===== config.mk =====
export PLATFORM = sky130hd
export DESIGN_NAME = thread_block_distributor
export DESIGN_NICKNAME = d
export VERILOG_FILES = /design/src/rtl/tbd_pkg.sv /design/src/rtl/tbd_warp_round.sv /design/src/rtl/tbd_sm_credit.sv /design/src/rtl/tbd_rr_pick.sv /design/src/rtl/thread_block_distributor.sv
export SDC_FILE = /design/constraint.sdc
export NUM_CORES = 1
export LEC_CHECK = 0
export BUFFER_PORTS_ARGS = -buffer_cell sky130_fd_sc_hd__buf_2
export CORE_MARGIN = 4
export CORE_UTILIZATION = 54
export DETAILED_ROUTE_END_ITERATION = 16
export PLACE_DENSITY = 0.77
export SYNTH_ARGS = -nofsm -noshare
export SYNTH_HDL_FRONTEND = slang
export SYNTH_SLANG_ARGS = --single-unit

===== constraint.sdc =====
create_clock -name clk -period 10.8 [get_ports clk]
set_input_delay 1.08 -clock clk [delete_from_list [all_inputs] [get_ports clk]]
set_output_delay 1.08 -clock clk [all_outputs]
set_load 0.02 [all_outputs]

===== src/rtl/tbd_pkg.sv =====
package tbd_pkg;

    typedef enum logic [1:0] {
        TBD_IDLE = 2'd0,
        TBD_RUN  = 2'd1,
        TBD_FIN  = 2'd2
    } tbd_state_e;

    localparam int WARP_SIZE = 32;

    function automatic int tbd_max(input int a, input int b);
        return (a > b) ? a : b;
    endfunction

endpackage


===== src/rtl/tbd_warp_round.sv =====
module tbd_warp_round
    import tbd_pkg::*;
#(
    parameter int THR_W = 11,
    parameter int CW    = 7
) (
    input  logic [THR_W-1:0] threads,
    output logic [CW-1:0]    warps
);
    localparam int PW     = THR_W + 1;
    localparam int LOG_WS = $clog2(WARP_SIZE);

    logic [PW-1:0] padded;

    always_comb begin
        padded = {1'b0, threads} + PW'(WARP_SIZE - 1);
        warps  = CW'(padded >> LOG_WS);
        if (threads == '0) begin
            warps = CW'(1);
        end
    end
endmodule


===== src/rtl/tbd_sm_credit.sv =====
module tbd_sm_credit #(
    parameter int CW        = 7,
    parameter int CAP_WARPS = 48
) (
    input  logic          clk,
    input  logic          rst_n,
    input  logic          take,
    input  logic          give,
    input  logic [CW-1:0] need,
    output logic [CW-1:0] free,
    output logic          fits
);
    logic [CW-1:0] free_d, free_q;

    always_comb begin
        free_d = free_q;
        if (take) begin
            free_d = free_d - need;
        end
        if (give) begin
            free_d = free_d + need;
        end
    end

    always_ff @(posedge clk) begin
        if (!rst_n) begin
            free_q <= CW'(CAP_WARPS);
        end else begin
            free_q <= free_d;
        end
    end

    assign free = free_q;
    assign fits = (free_q >= need);
endmodule


===== src/rtl/tbd_rr_pick.sv =====
module tbd_rr_pick #(
    parameter int N  = 16,
    parameter int SW = 4
) (
    input  logic [N-1:0]  req,
    input  logic [SW-1:0] ptr,
    output logic          found,
    output logic [SW-1:0] pick
);
    always_comb begin
        found = 1'b0;
        pick  = '0;
        for (int k = N - 1; k >= 0; k--) begin
            int idx;
            idx = int'(ptr) + k;
            if (idx >= N) begin
                idx = idx - N;
            end
            if (req[idx]) begin
                found = 1'b1;
                pick  = SW'(idx);
            end
        end
    end
endmodule


===== src/rtl/thread_block_distributor.sv =====
module thread_block_distributor
    import tbd_pkg::*;
#(
    parameter int NUM_SM      = 16,
    parameter int CAP_THREADS = 1536,
    parameter int BIDX_W      = 16,
    parameter int THR_W       = 11
) (
    input  logic                     clk,
    input  logic                     rst_n,
    input  logic                     launch_valid,
    output logic                     launch_ready,
    input  logic [BIDX_W-1:0]        launch_blocks,
    input  logic [THR_W-1:0]         launch_threads,
    output logic [NUM_SM-1:0]        disp_valid,
    input  logic [NUM_SM-1:0]        disp_ready,
    output logic [NUM_SM*BIDX_W-1:0] disp_block_idx,
    input  logic [NUM_SM-1:0]        sm_done,
    output logic                     kernel_done
);
    localparam int CAP_WARPS = CAP_THREADS / WARP_SIZE;
    localparam int SW        = (NUM_SM > 1) ? $clog2(NUM_SM) : 1;
    localparam int CW        = tbd_max(THR_W + 1 - $clog2(WARP_SIZE),
                                       $clog2(CAP_WARPS + 1));

    typedef struct packed {
        tbd_state_e        st;
        logic [BIDX_W-1:0] total;
        logic [BIDX_W-1:0] next_idx;
        logic [BIDX_W-1:0] done_cnt;
        logic [CW-1:0]     wpb;
        logic              offer_vld;
        logic [SW-1:0]     offer_sm;
        logic [SW-1:0]     rr_ptr;
    } ctl_t;

    ctl_t r_d, r_q;

    logic [CW-1:0]        launch_warps;
    logic [NUM_SM-1:0]    sm_fits;
    logic [NUM_SM-1:0]    sm_take;
    logic [NUM_SM-1:0]    sm_give;
    logic [NUM_SM*CW-1:0] sm_free;
    logic [CW-1:0]        blk_warps;
    logic                 pick_found;
    logic [SW-1:0]        pick_sm;
    logic                 hs;
    logic [BIDX_W-1:0]    done_inc;

    tbd_warp_round #(.THR_W(THR_W), .CW(CW)) u_round (
        .threads (launch_threads),
        .warps   (launch_warps)
    );

    tbd_rr_pick #(.N(NUM_SM), .SW(SW)) u_pick (
        .req   (sm_fits),
        .ptr   (r_q.rr_ptr),
        .found (pick_found),
        .pick  (pick_sm)
    );

    generate
        for (genvar s = 0; s < NUM_SM; s++) begin : g_sm
            assign sm_take[s] = hs && (r_q.offer_sm == SW'(s));
            assign sm_give[s] = sm_done[s] && (r_q.st == TBD_RUN);
            assign disp_valid[s] = r_q.offer_vld && (r_q.offer_sm == SW'(s));
            assign disp_block_idx[s*BIDX_W +: BIDX_W] = r_q.next_idx;

            tbd_sm_credit #(.CW(CW), .CAP_WARPS(CAP_WARPS)) u_credit (
                .clk   (clk),
                .rst_n (rst_n),
                .take  (sm_take[s]),
                .give  (sm_give[s]),
                .need  (r_q.wpb),
                .free  (sm_free[s*CW +: CW]),
                .fits  (sm_fits[s])
            );
        end
    endgenerate

    assign blk_warps    = r_q.wpb;
    assign launch_ready = (r_q.st == TBD_IDLE);
    assign kernel_done  = (r_q.st == TBD_FIN);

    always_comb begin
        hs       = r_q.offer_vld && disp_ready[r_q.offer_sm];
        done_inc = '0;
        for (int s = 0; s < NUM_SM; s++) begin
            done_inc = done_inc + BIDX_W'(sm_give[s]);
        end

        r_d = r_q;
        unique case (r_q.st)
            TBD_IDLE: begin
                if (launch_valid) begin
                    r_d.st        = TBD_RUN;
                    r_d.total     = launch_blocks;
                    r_d.next_idx  = '0;
                    r_d.done_cnt  = '0;
                    r_d.wpb       = launch_warps;
                    r_d.offer_vld = 1'b0;
                end
            end
            TBD_RUN: begin
                r_d.done_cnt = r_q.done_cnt + done_inc;
                if (hs) begin
                    r_d.offer_vld = 1'b0;
                    r_d.next_idx  = r_q.next_idx + 1'b1;
                    r_d.rr_ptr    = (r_q.offer_sm == SW'(NUM_SM - 1)) ?
                                    '0 : r_q.offer_sm + 1'b1;
                end else if (!r_q.offer_vld && (r_q.next_idx < r_q.total)
                             && pick_found) begin
                    r_d.offer_vld = 1'b1;
                    r_d.offer_sm  = pick_sm;
                end
                if (r_d.done_cnt == r_q.total) begin
                    r_d.st = TBD_FIN;
                end
            end
            TBD_FIN: begin
                r_d.st = TBD_IDLE;
            end
            default: begin
                r_d.st = TBD_IDLE;
            end
        endcase
    end

    always_ff @(posedge clk) begin
        if (!rst_n) begin
            r_q <= '{st: TBD_IDLE, default: '0};
        end else begin
            r_q <= r_d;
        end
    end
endmodule


==> flow_summary.json, run 1 <==
{
  "synthXorXnorAreaFrac_pct": 9.59,
  "ys_types": 97,
  "ant_nets": 0,
  "clock_skew_ns": 0.0244,
  "syn_nets": 3093,
  "place_area_um2": 21700,
  "synth_fa_ha_area_share_pct": 18.3,
  "syn_area_um2": 21400,
  "die_w_um": 207,
  "cpLargestDelayFamily": "adder cells",
  "die_area_um2": 43000,
  "layout_common_cells": "buf_2 (334), nand2_1 (332), ha_1 (243)",
  "rows": 72,
  "rsz0062_at_grt": "false",
  "crit_path_end_kind": "flip-flop",
  "core_um2": 38900,
  "grt.total_usage_pct": 28.2,
  "finalSetupViolCount": 0,
  "die_h_um": 207,
  "power_density_nw_per_um2": 140,
  "clk_latency_ns": 0.46,
  "clk_pin_slew_ns": 0.08,
  "yosys.area_share.simple_pct": 16.0,
  "drt_iter0_drc": 1585,
  "synth.avg_cell_area_um2": 7.82,
  "critPathBufInv": 4,
  "criticalPathCategory": "reg2reg",
  "cp_common_cell": "fa_1",
  "final_common_cell": "buf_2",
  "synth_top_family_by_area": "compound AO/OA/AOI/OAI gates",
  "route.detailed.drc": 0,
  "fmax_ghz": 0.134,
  "grt_pass1_wl_um": 100000,
  "cts_setup_buffers": 0,
  "synth-warning-count": 0,
  "vias": 19755,
  "synth.top_cell.area_share_pct": 16.6,
  "place_hpwl_um": 47900,
  "gp_congestion": 0.978,
  "cts_sinks": 178,
  "slowest_stage": "fa_1",
  "cp-start-kind": "flip-flop",
  "design_area_um2": 22200,
  "leakagePower_uw": 0.0108,
  "cts_root_buffer": "clkbuf_16",
  "crit_chain": "nor2b_4, buf_4, buf_4, nand2_1, fa_1, inv_1, fa_1, inv_1, fa_1, fa_1, fa_1, fa_1, nor2b_1, o21ai_0, a21boi_1, o2111ai_1, nor4_2, nand3_1, o21ai_0, o21ai_0, a2111o_1, a21oi_1, nor2b_1",
  "overflow": 0,
  "num_io_pins": 336,
  "drive_gt1_share_pct": 17.0,
  "synth_ff_type": "dfxtp_1",
  "cts_buffer_depth": 2,
  "critPathMaxStageDelay_ns": 0.64,
  "peakVddDrop_uv": 136,
  "period_share_pct": 69.0,
  "synth-compound-area-share_pct": 24.2,
  "synthTopCellsByArea": "dfxtp_1 (17%), ha_1 (14%), buf_4 (9.0%), xnor2_1 (5.9%), nand2_1 (5.8%)",
  "max_slew_margin_pct": 21.8,
  "rrSetupSlack_ns": 3.35,
  "ys_seq_area_share_pct": 16.6,
  "syn_inst": 2744,
  "hold_violations": 0,
  "final_nets": 3121,
  "worstMarginPinSlew_ns": 1.16,
  "htree_levels": 4,
  "initial_core_util_pct": 55.1,
  "cts_tree": "yes",
  "hp-class": "reg2reg",
  "ys_seq_elements": 178,
  "synth_enable_flop_cells": 0,
  "fin_setup_tns_ns": 0,
  "antenna_found_initial": 5,
  "status": "finished, final reports clean",
  "cp.arrival_ns": 7.79,
  "cts-resized-gates": 0,
  "cts_made_buffers": 17,
  "cp_max_fo": 36,
  "synth_largest_area_cell": "dfxtp_1",
  "period_minus_slack_ns": 7.45,
  "via_per_inst": 5.98,
  "max-cap-violations": 0,
  "crit_required_ns": 11.14,
  "drv_slew": 0,
  "synthMuxAreaShare_pct": 2.37,
  "routed_wl_um": 63900,
  "syn_to_final_growth_pct": 3.63,
  "io_buffers": 335,
  "synthArstFlopShare_pct": 0,
  "first_global_vias": 18757,
  "cts_hold_buf": 0,
  "avgRoutedWirePerCell_um": 19.3,
  "power_uw": 3110,
  "grt_max_degree": 92,
  "drtPass1Iterations": 6
}
-- cell type report --
cell class | instances | area [um^2]
clock buffers | 18 | 439
inverters | 123 | 462
clock inverters | 13 | 131
flip-flops and latches | 178 | 3570
fillers | 3599 | 16700
repair buffers | 357 | 1840
diodes | 2 | 5.00
well taps | 518 | 648
multi-input cells | 2095 | 15100
-- cells in the mapped netlist (20+ instances only) --
cell and count:
xor2_1 83, dfxtp_1 178, nand2b_1 21, a21o_1 117, o21bai_1 35, a21boi_0 50, nor2_1 186, o211ai_1 44
clkbuf_1 73, buf_4 258, nor3b_1 20, nand3_1 76, a211oi_1 23, inv_1 118, and2_1 22, fa_1 44
ha_1 243, a21oi_1 185, nand2_1 332, o21ai_0 153, xnor2_1 145, nor3_1 25
-- routing by layer --
metal | routed length [um] | track usage (%)
met1 | 27600 | 38.2
met2 | 29200 | 46.2
met3 | 4830 | 4.23
met4 | 2140 | 9.46
met5 | 26 | 0
-- path summary, 6_finish.rpt --
| path | from | end | depth (start not counted) |
|---|---|---|---|
| setup reg to reg | r_q[64]$_SDFFE_PN0P_ | r_q[64]$_SDFFE_PN0P_ | 23 |
| hold reg to reg | blk_warps[6]$_SDFFE_PN0P_ | blk_warps[6]$_SDFFE_PN0P_ | 2 |
| hold / removal | blk_warps[6]$_SDFFE_PN0P_ | blk_warps[6]$_SDFFE_PN0P_ | 2 |
| setup / recovery | r_q[64]$_SDFFE_PN0P_ | r_q[64]$_SDFFE_PN0P_ | 23 |
-- worst min-delay path, stage by stage (launching register included) --
cell,delay (ns)
dfxtp_1,0.32
nand2_1,0.05
a21oi_1,0.05
-- where the power goes --
group	internal [uW]	leakage [uW]	switching, uW	total [uW]
sequential	712	0.00145	65.7	777
combinational	683	0.00910	1020	1700
clock	314	0.000285	319	634
total	1710	0.0108	1400	3110
-- cell families after synthesis --
family | count (synthesis)
muxes | 39
DFF | 178
adders and majority gates | 287
and+or+nand+nor | 761
xor gates and xnor gates | 231
buffers and inverters | 471
AOI/OAI and AO/OA | 777
-- sequential cells by signal (all words and copies together), names as in the netlist --
signal              count
disp_block_idx         16
g_sm.u_credit.free    112
r_q                    43
blk_warps               7
-- per-stage QoR --
step | cells | setup slack (ns) | util [%] | hold slack (ns)
5_1_grt | 3303 | 2.91 | 57.1 | 0.497
3_3_place_gp | 3271 | 3.73 | 55.6 | 0.453
4_1_cts | 3302 | 3.46 | 57.1 | 0.475
3_5_place_dp | 3271 | 3.49 | 55.6 | 0.462
2_1_floorplan | 2744 | 4.50 | - | 0.432
6_report | 3304 | 3.35 | 57.1 | 0.476
Power figures use the tool's default switching activity.
==> run 2: changes to the inputs <==
clock period = 7.1 ns   (was 10.8 ns; I/O delays follow)
==> run 2 against run 1 <==
Compared with the run above:
- routed wire length rose by 0.45%
- flip-flop and latch count did not move
- maximum frequency rose by 12%
- utilization rose by 0.42 points
- combinational power rose by 55%
- die area did not move
- sequential share of layout area fell by 0.12 points
- critical path depth fell by 1
- clock power rose by 67%
- largest cell class unchanged
==> flow_summary.json, run 2 (same netlist as run 1, synthesis figures left out) <==
{
  "status": "finished, final reports clean",
  "die_h_um": 207,
  "gp_congestion": 0.989,
  "place_hpwl_um": 48200,
  "first_global_vias": 19031,
  "finalSetupViolCount": 0,
  "crit_chain": "nor2b_4, buf_12, nand2_1, fa_1, inv_1, fa_1, inv_1, fa_1, fa_1, fa_1, fa_1, nor2b_1, o21ai_0, a21boi_1, o2111ai_1, nor4_4, nand3_1, o21ai_0, o21ai_0, a2111o_1, a21oi_1, nor2b_1",
  "htree_levels": 4,
  "place_area_um2": 21800,
  "fmax_ghz": 0.151,
  "drv_slew": 0,
  "overflow": 0,
  "fin_hold_ws_ns": 0.474,
  "clock_skew_ns": 0.00920,
  "cts_root_buffer": "clkbuf_16",
  "leakagePower_uw": 0.0109,
  "die_area_um2": 43000,
  "criticalPathCategory": "reg2reg",
  "route.detailed.drc": 0,
  "final_common_cell": "buf_2",
  "cp-start-kind": "flip-flop",
  "grt_max_degree": 72,
  "rows": 72,
  "crit_path_end_kind": "flip-flop",
  "rsz0062_at_grt": "false",
  "final_nets": 3134,
  "fin_cells": 3316,
  "die_w_um": 207,
  "cp.arrival_ns": 7.01,
  "power_uw": 4850,
  "hp-class": "in2reg",
  "cts_buffer_depth": 2,
  "critPathMaxStageDelay_ns": 0.61,
  "power_density_nw_per_um2": 217,
  "max-cap-violations": 0,
  "max_slew_margin_pct": 23.2,
  "vias": 19775,
  "syn_to_final_growth_pct": 4.40,
  "period_share_pct": 93.5,
  "num_io_pins": 336,
  "drtPass1Iterations": 8,
  "routed_wl_um": 64200,
  "io_buffers": 335,
  "fin_setup_tns_ns": 0,
  "initial_core_util_pct": 55.1,
  "grt.total_usage_pct": 28.5,
  "drt_iter0_drc": 1682,
  "ant_nets": 0,
  "cts_tree": "yes",
  "worstMarginPinSlew_ns": 1.14,
  "fill_cells": 3601,
  "cp_common_cell": "fa_1",
  "clk_pin_slew_ns": 0.08,
  "hold_violations": 0,
  "peakVddDrop_uv": 201,
  "avgRoutedWirePerCell_um": 19.3,
  "period_minus_slack_ns": 6.64,
  "layout_common_cells": "buf_2 (334), nand2_1 (332), ha_1 (243)",
  "antenna_found_initial": 1,
  "crit_required_ns": 7.47,
  "grt_pass1_wl_um": 101000,
  "diodes": 0,
  "largest_reg_flops": 112,
  "via_per_inst": 5.96,
  "design_area_um2": 22400,
  "clk_latency_ns": 0.47,
  "cts_sinks": 178,
  "place_inst": 3284,
  "cp_max_fo": 24,
  "cts_made_buffers": 17,
  "core_um2": 38900,
  "slowest_stage": "fa_1",
  "drive_gt1_share_pct": 17.4
}
-- run 2: cell type report --
class / instances / area, um^2 / area share (%)
multi-input cells: 2095 / 15100 / 67.6
flip-flops and latches: 178 / 3570 / 15.9
repair buffers: 370 / 1950 / 8.73
well taps: 518 / 648 / 2.89
inverters: 123 / 462 / 2.06
clock buffers: 17 / 425 / 1.90
clock inverters: 15 / 198 / 0.883
-- run 2: through the flow --
| step | utilization, % | setup slack (ns) |
|---|---|---|
| after floorplan | - | 0.804 |
| after global placement | 55.9 | 0.586 |
| after detailed placement | 55.9 | 0.435 |
| after CTS | 57.5 | 0.396 |
| after global routing | 57.5 | 0.0446 |
| final | 57.5 | 0.462 |
-- run 2: power breakdown --
group	internal, uW	switching [uW]
Sequential	1080	85.4
Clock	565	490
Combinational	1060	1570
Total	2710	2140
-- run 2: what timing repair did --
item                                    4_1_cts  5_1_grt
hold buffers                                  0        0
setup buffers                                 0        0
gates resized for setup                       0        1
endpoints found under the setup margin        0        1
-- run 2: path summary, 6_finish.rpt --
| check | start | to | slack [ns] | depth (start not counted) |
|---|---|---|---|---|
| hold / removal | launch_blocks[15] | r_q[63]$_SDFFE_PN0P_ | 0.47 | 3 |
| setup / recovery | r_q[64]$_SDFFE_PN0P_ | r_q[64]$_SDFFE_PN0P_ | 0.46 | 22 |
| hold reg to reg | blk_warps[6]$_SDFFE_PN0P_ | blk_warps[6]$_SDFFE_PN0P_ | 0.48 | 2 |
| setup reg to reg | r_q[64]$_SDFFE_PN0P_ | r_q[64]$_SDFFE_PN0P_ | 0.46 | 22 |
-- run 2: worst max-delay path, delay by kind of cell (launching register included) --
family / cells / cell delay, ns
adders and majority gates: 6 / 2.88
DFF: 1 / 0.41
AOI/OAI and AO/OA: 7 / 1.56
and+or+nand+nor: 6 / 1.30
buffers and inverters: 3 / 0.35
-- run 2: layer usage --
layer	global-route usage [%]	wire [um]	vias to the layer above
met5	0	0	-
met4	10.8	2400	0
met3	5.08	4730	174
met2	46.3	29200	771
met1	37.9	27900	9334
li1	-	-	9496
==> run 3: changes to the inputs <==
CTS_BUF_LIST = sky130_fd_sc_hd__clkbuf_4 sky130_fd_sc_hd__clkbuf_8   (was default)
==> run 3 against run 2 <==
Compared with the run above:
- critical path depth decreased by 1
- global-route usage down 0.14 points
- largest cell class unchanged
- critical path type unchanged
- total power fell by 5.0%
- highest routed layer unchanged
- die area stayed put
==> flow_summary.json, run 3 (same netlist as run 1, synthesis figures left out) <==
{
  "clk_pin_slew_ns": 0.11,
  "slowest_stage": "a2111oi_2",
  "cp_common_cell": "fa_1",
  "period_minus_slack_ns": 6.63,
  "core_um2": 38900,
  "dr_wl_met2_um": 29100,
  "worstMarginPinSlew_ns": 1.14,
  "layout_common_cells": "buf_2 (334), nand2_1 (332), ha_1 (243)",
  "antenna_found_initial": 1,
  "syn_to_final_growth_pct": 3.51,
  "fin_setup_tns_ns": 0,
  "hold_violations": 0,
  "crit_path_end_kind": "flip-flop",
  "cp_max_fo": 24,
  "vias": 19765,
  "cp-start-kind": "flip-flop",
  "place_hpwl_um": 48200,
  "cts_made_buffers": 17,
  "fill_cells": 3626,
  "power_density_nw_per_um2": 207,
  "via_per_inst": 5.96,
  "pwr-share-comb_pct": 56.9,
  "regArea_um2": 3570,
  "overflow": 0,
  "die_h_um": 207,
  "peakVddDrop_uv": 147,
  "crit_required_ns": 7.54,
  "p_int_uw": 2500,
  "finalSetupViolCount": 0,
  "gp_congestion": 0.989,
  "largest_reg_flops": 112,
  "dr.max_layer_used": "met4",
  "diodes": 0,
  "criticalPathCategory": "reg2reg",
  "die_area_um2": 43000,
  "cts_tree": "yes",
  "met3WireLength_um": 4440,
  "leakagePower_uw": 0.0108,
  "drv_slew": 0,
  "clock_skew_ns": 0.0228,
  "critPathMaxStageDelay_ns": 0.77,
  "routedLengthMet1_um": 28200,
  "finalCoreUtilization_pct": 57.1,
  "max-cap-violations": 0,
  "num_io_pins": 336,
  "final_nets": 3134,
  "cp.arrival_ns": 7.07,
  "final_common_cell": "buf_2",
  "cts_sinks": 178,
  "drive_gt1_share_pct": 17.4,
  "cts_hold_buf": 0,
  "first_global_vias": 18950,
  "htree_levels": 4,
  "cts_root_buffer": "clkbuf_8",
  "route.detailed.drc": 0,
  "crit_chain": "nor2b_4, buf_12, nand2_1, fa_1, inv_1, fa_1, inv_1, fa_1, fa_1, fa_1, nor2b_1, o21ai_0, a21boi_0, o21ai_0, a2111oi_2, a31oi_1, o31ai_1, nand4b_1, a2111o_1, a21oi_1, nor2b_1",
  "multiInputGateArea_um2": 15100,
  "seq_power_share_pct": 25.4,
  "drt_iter0_drc": 1746,
  "p_clk_share_pct": 17.7,
  "period_share_pct": 93.4,
  "status": "finished, final reports clean",
  "clk_latency_ns": 0.54,
  "rsz0062_at_grt": "false",
  "switchingPower_uw": 2110,
  "grt_pass1_wl_um": 100000,
  "grt_max_degree": 72,
  "routed_wl_um": 64100,
  "grt.total_usage_pct": 28.3,
  "max_slew_margin_pct": 23.5,
  "die_w_um": 207,
  "io_buffers": 335,
  "ant_nets": 0,
  "initial_core_util_pct": 55.1,
  "fin_hold_ws_ns": 0.413,
  "fmax_ghz": 0.151,
  "avgRoutedWirePerCell_um": 19.3,
  "p_sw_share_pct": 45.7,
  "drtPass1Iterations": 8,
  "hp-class": "in2reg",
  "rows": 72,
  "cts_buffer_depth": 2
}
[run 3: worst paths after layout]
kind | cells after the start | slack, ns | to | from
max reg2reg | 21 | 0.47 | r_q[64]$_SDFFE_PN0P_ | r_q[64]$_SDFFE_PN0P_
min | 3 | 0.41 | r_q[63]$_SDFFE_PN0P_ | launch_blocks[15]
max | 21 | 0.47 | r_q[64]$_SDFFE_PN0P_ | r_q[64]$_SDFFE_PN0P_
min reg2reg | 2 | 0.48 | blk_warps[6]$_SDFFE_PN0P_ | blk_warps[6]$_SDFFE_PN0P_
[run 3: power groups by stage]
stage | combinational (uW) | sequential, uW | clock, uW
2_1_floorplan | 1940 | 1170 | 0
4_1_cts | 2580 | 1160 | 822
5_1_grt | 2890 | 1180 | 860
3_3_place_gp | 2480 | 1180 | 0
3_5_place_dp | 2550 | 1190 | 0
6_report | 2620 | 1170 | 815
[run 3: critical path, delay by kind of cell (launching register included)]
| kind | cells | cell delay [ns] |
|---|---|---|
| buf+inv | 3 | 0.35 |
| flops | 1 | 0.42 |
| fa+ha+maj | 5 | 2.47 |
| compound gates | 8 | 2.39 |
| simple gates | 5 | 0.89 |
[run 3: metal layers]
| layer | GRT usage (%) | up-vias |
|---|---|---|
| li1 | - | 9507 |
| met1 | 37.7 | 9368 |
| met2 | 46.5 | 736 |
| met3 | 4.50 | 154 |
| met4 | 10.6 | 0 |
| met5 | 0 | - |
[run 3: layout make-up]
cell class                 instances  area share [%]
clock buffer                      17            1.05
clock inverter                    15           0.890
inverter                         123            2.08
multi-input combinational       2095            68.2
sequential                       178            16.1
tap                              518            2.92
timing repair buffer             370            8.80
[run 3: what timing repair did]
action                                  4_1_cts  5_1_grt
endpoints found under the hold margin         0        0
endpoints found under the setup margin        0        1
setup buffers                                 0        0
gates resized for setup                       0        1
[run 3: through the flow]
stage	power, uW	cell area [um^2]	worst slack [ns]	std cells
5_1_grt	4930	22200	0.0399	3316
3_5_place_dp	3740	21800	0.435	3284
2_1_floorplan	3110	21400	0.804	2744
4_1_cts	4570	22200	0.391	3316
6_report	4610	22200	0.470	3316
3_3_place_gp	3660	21800	0.586	3284
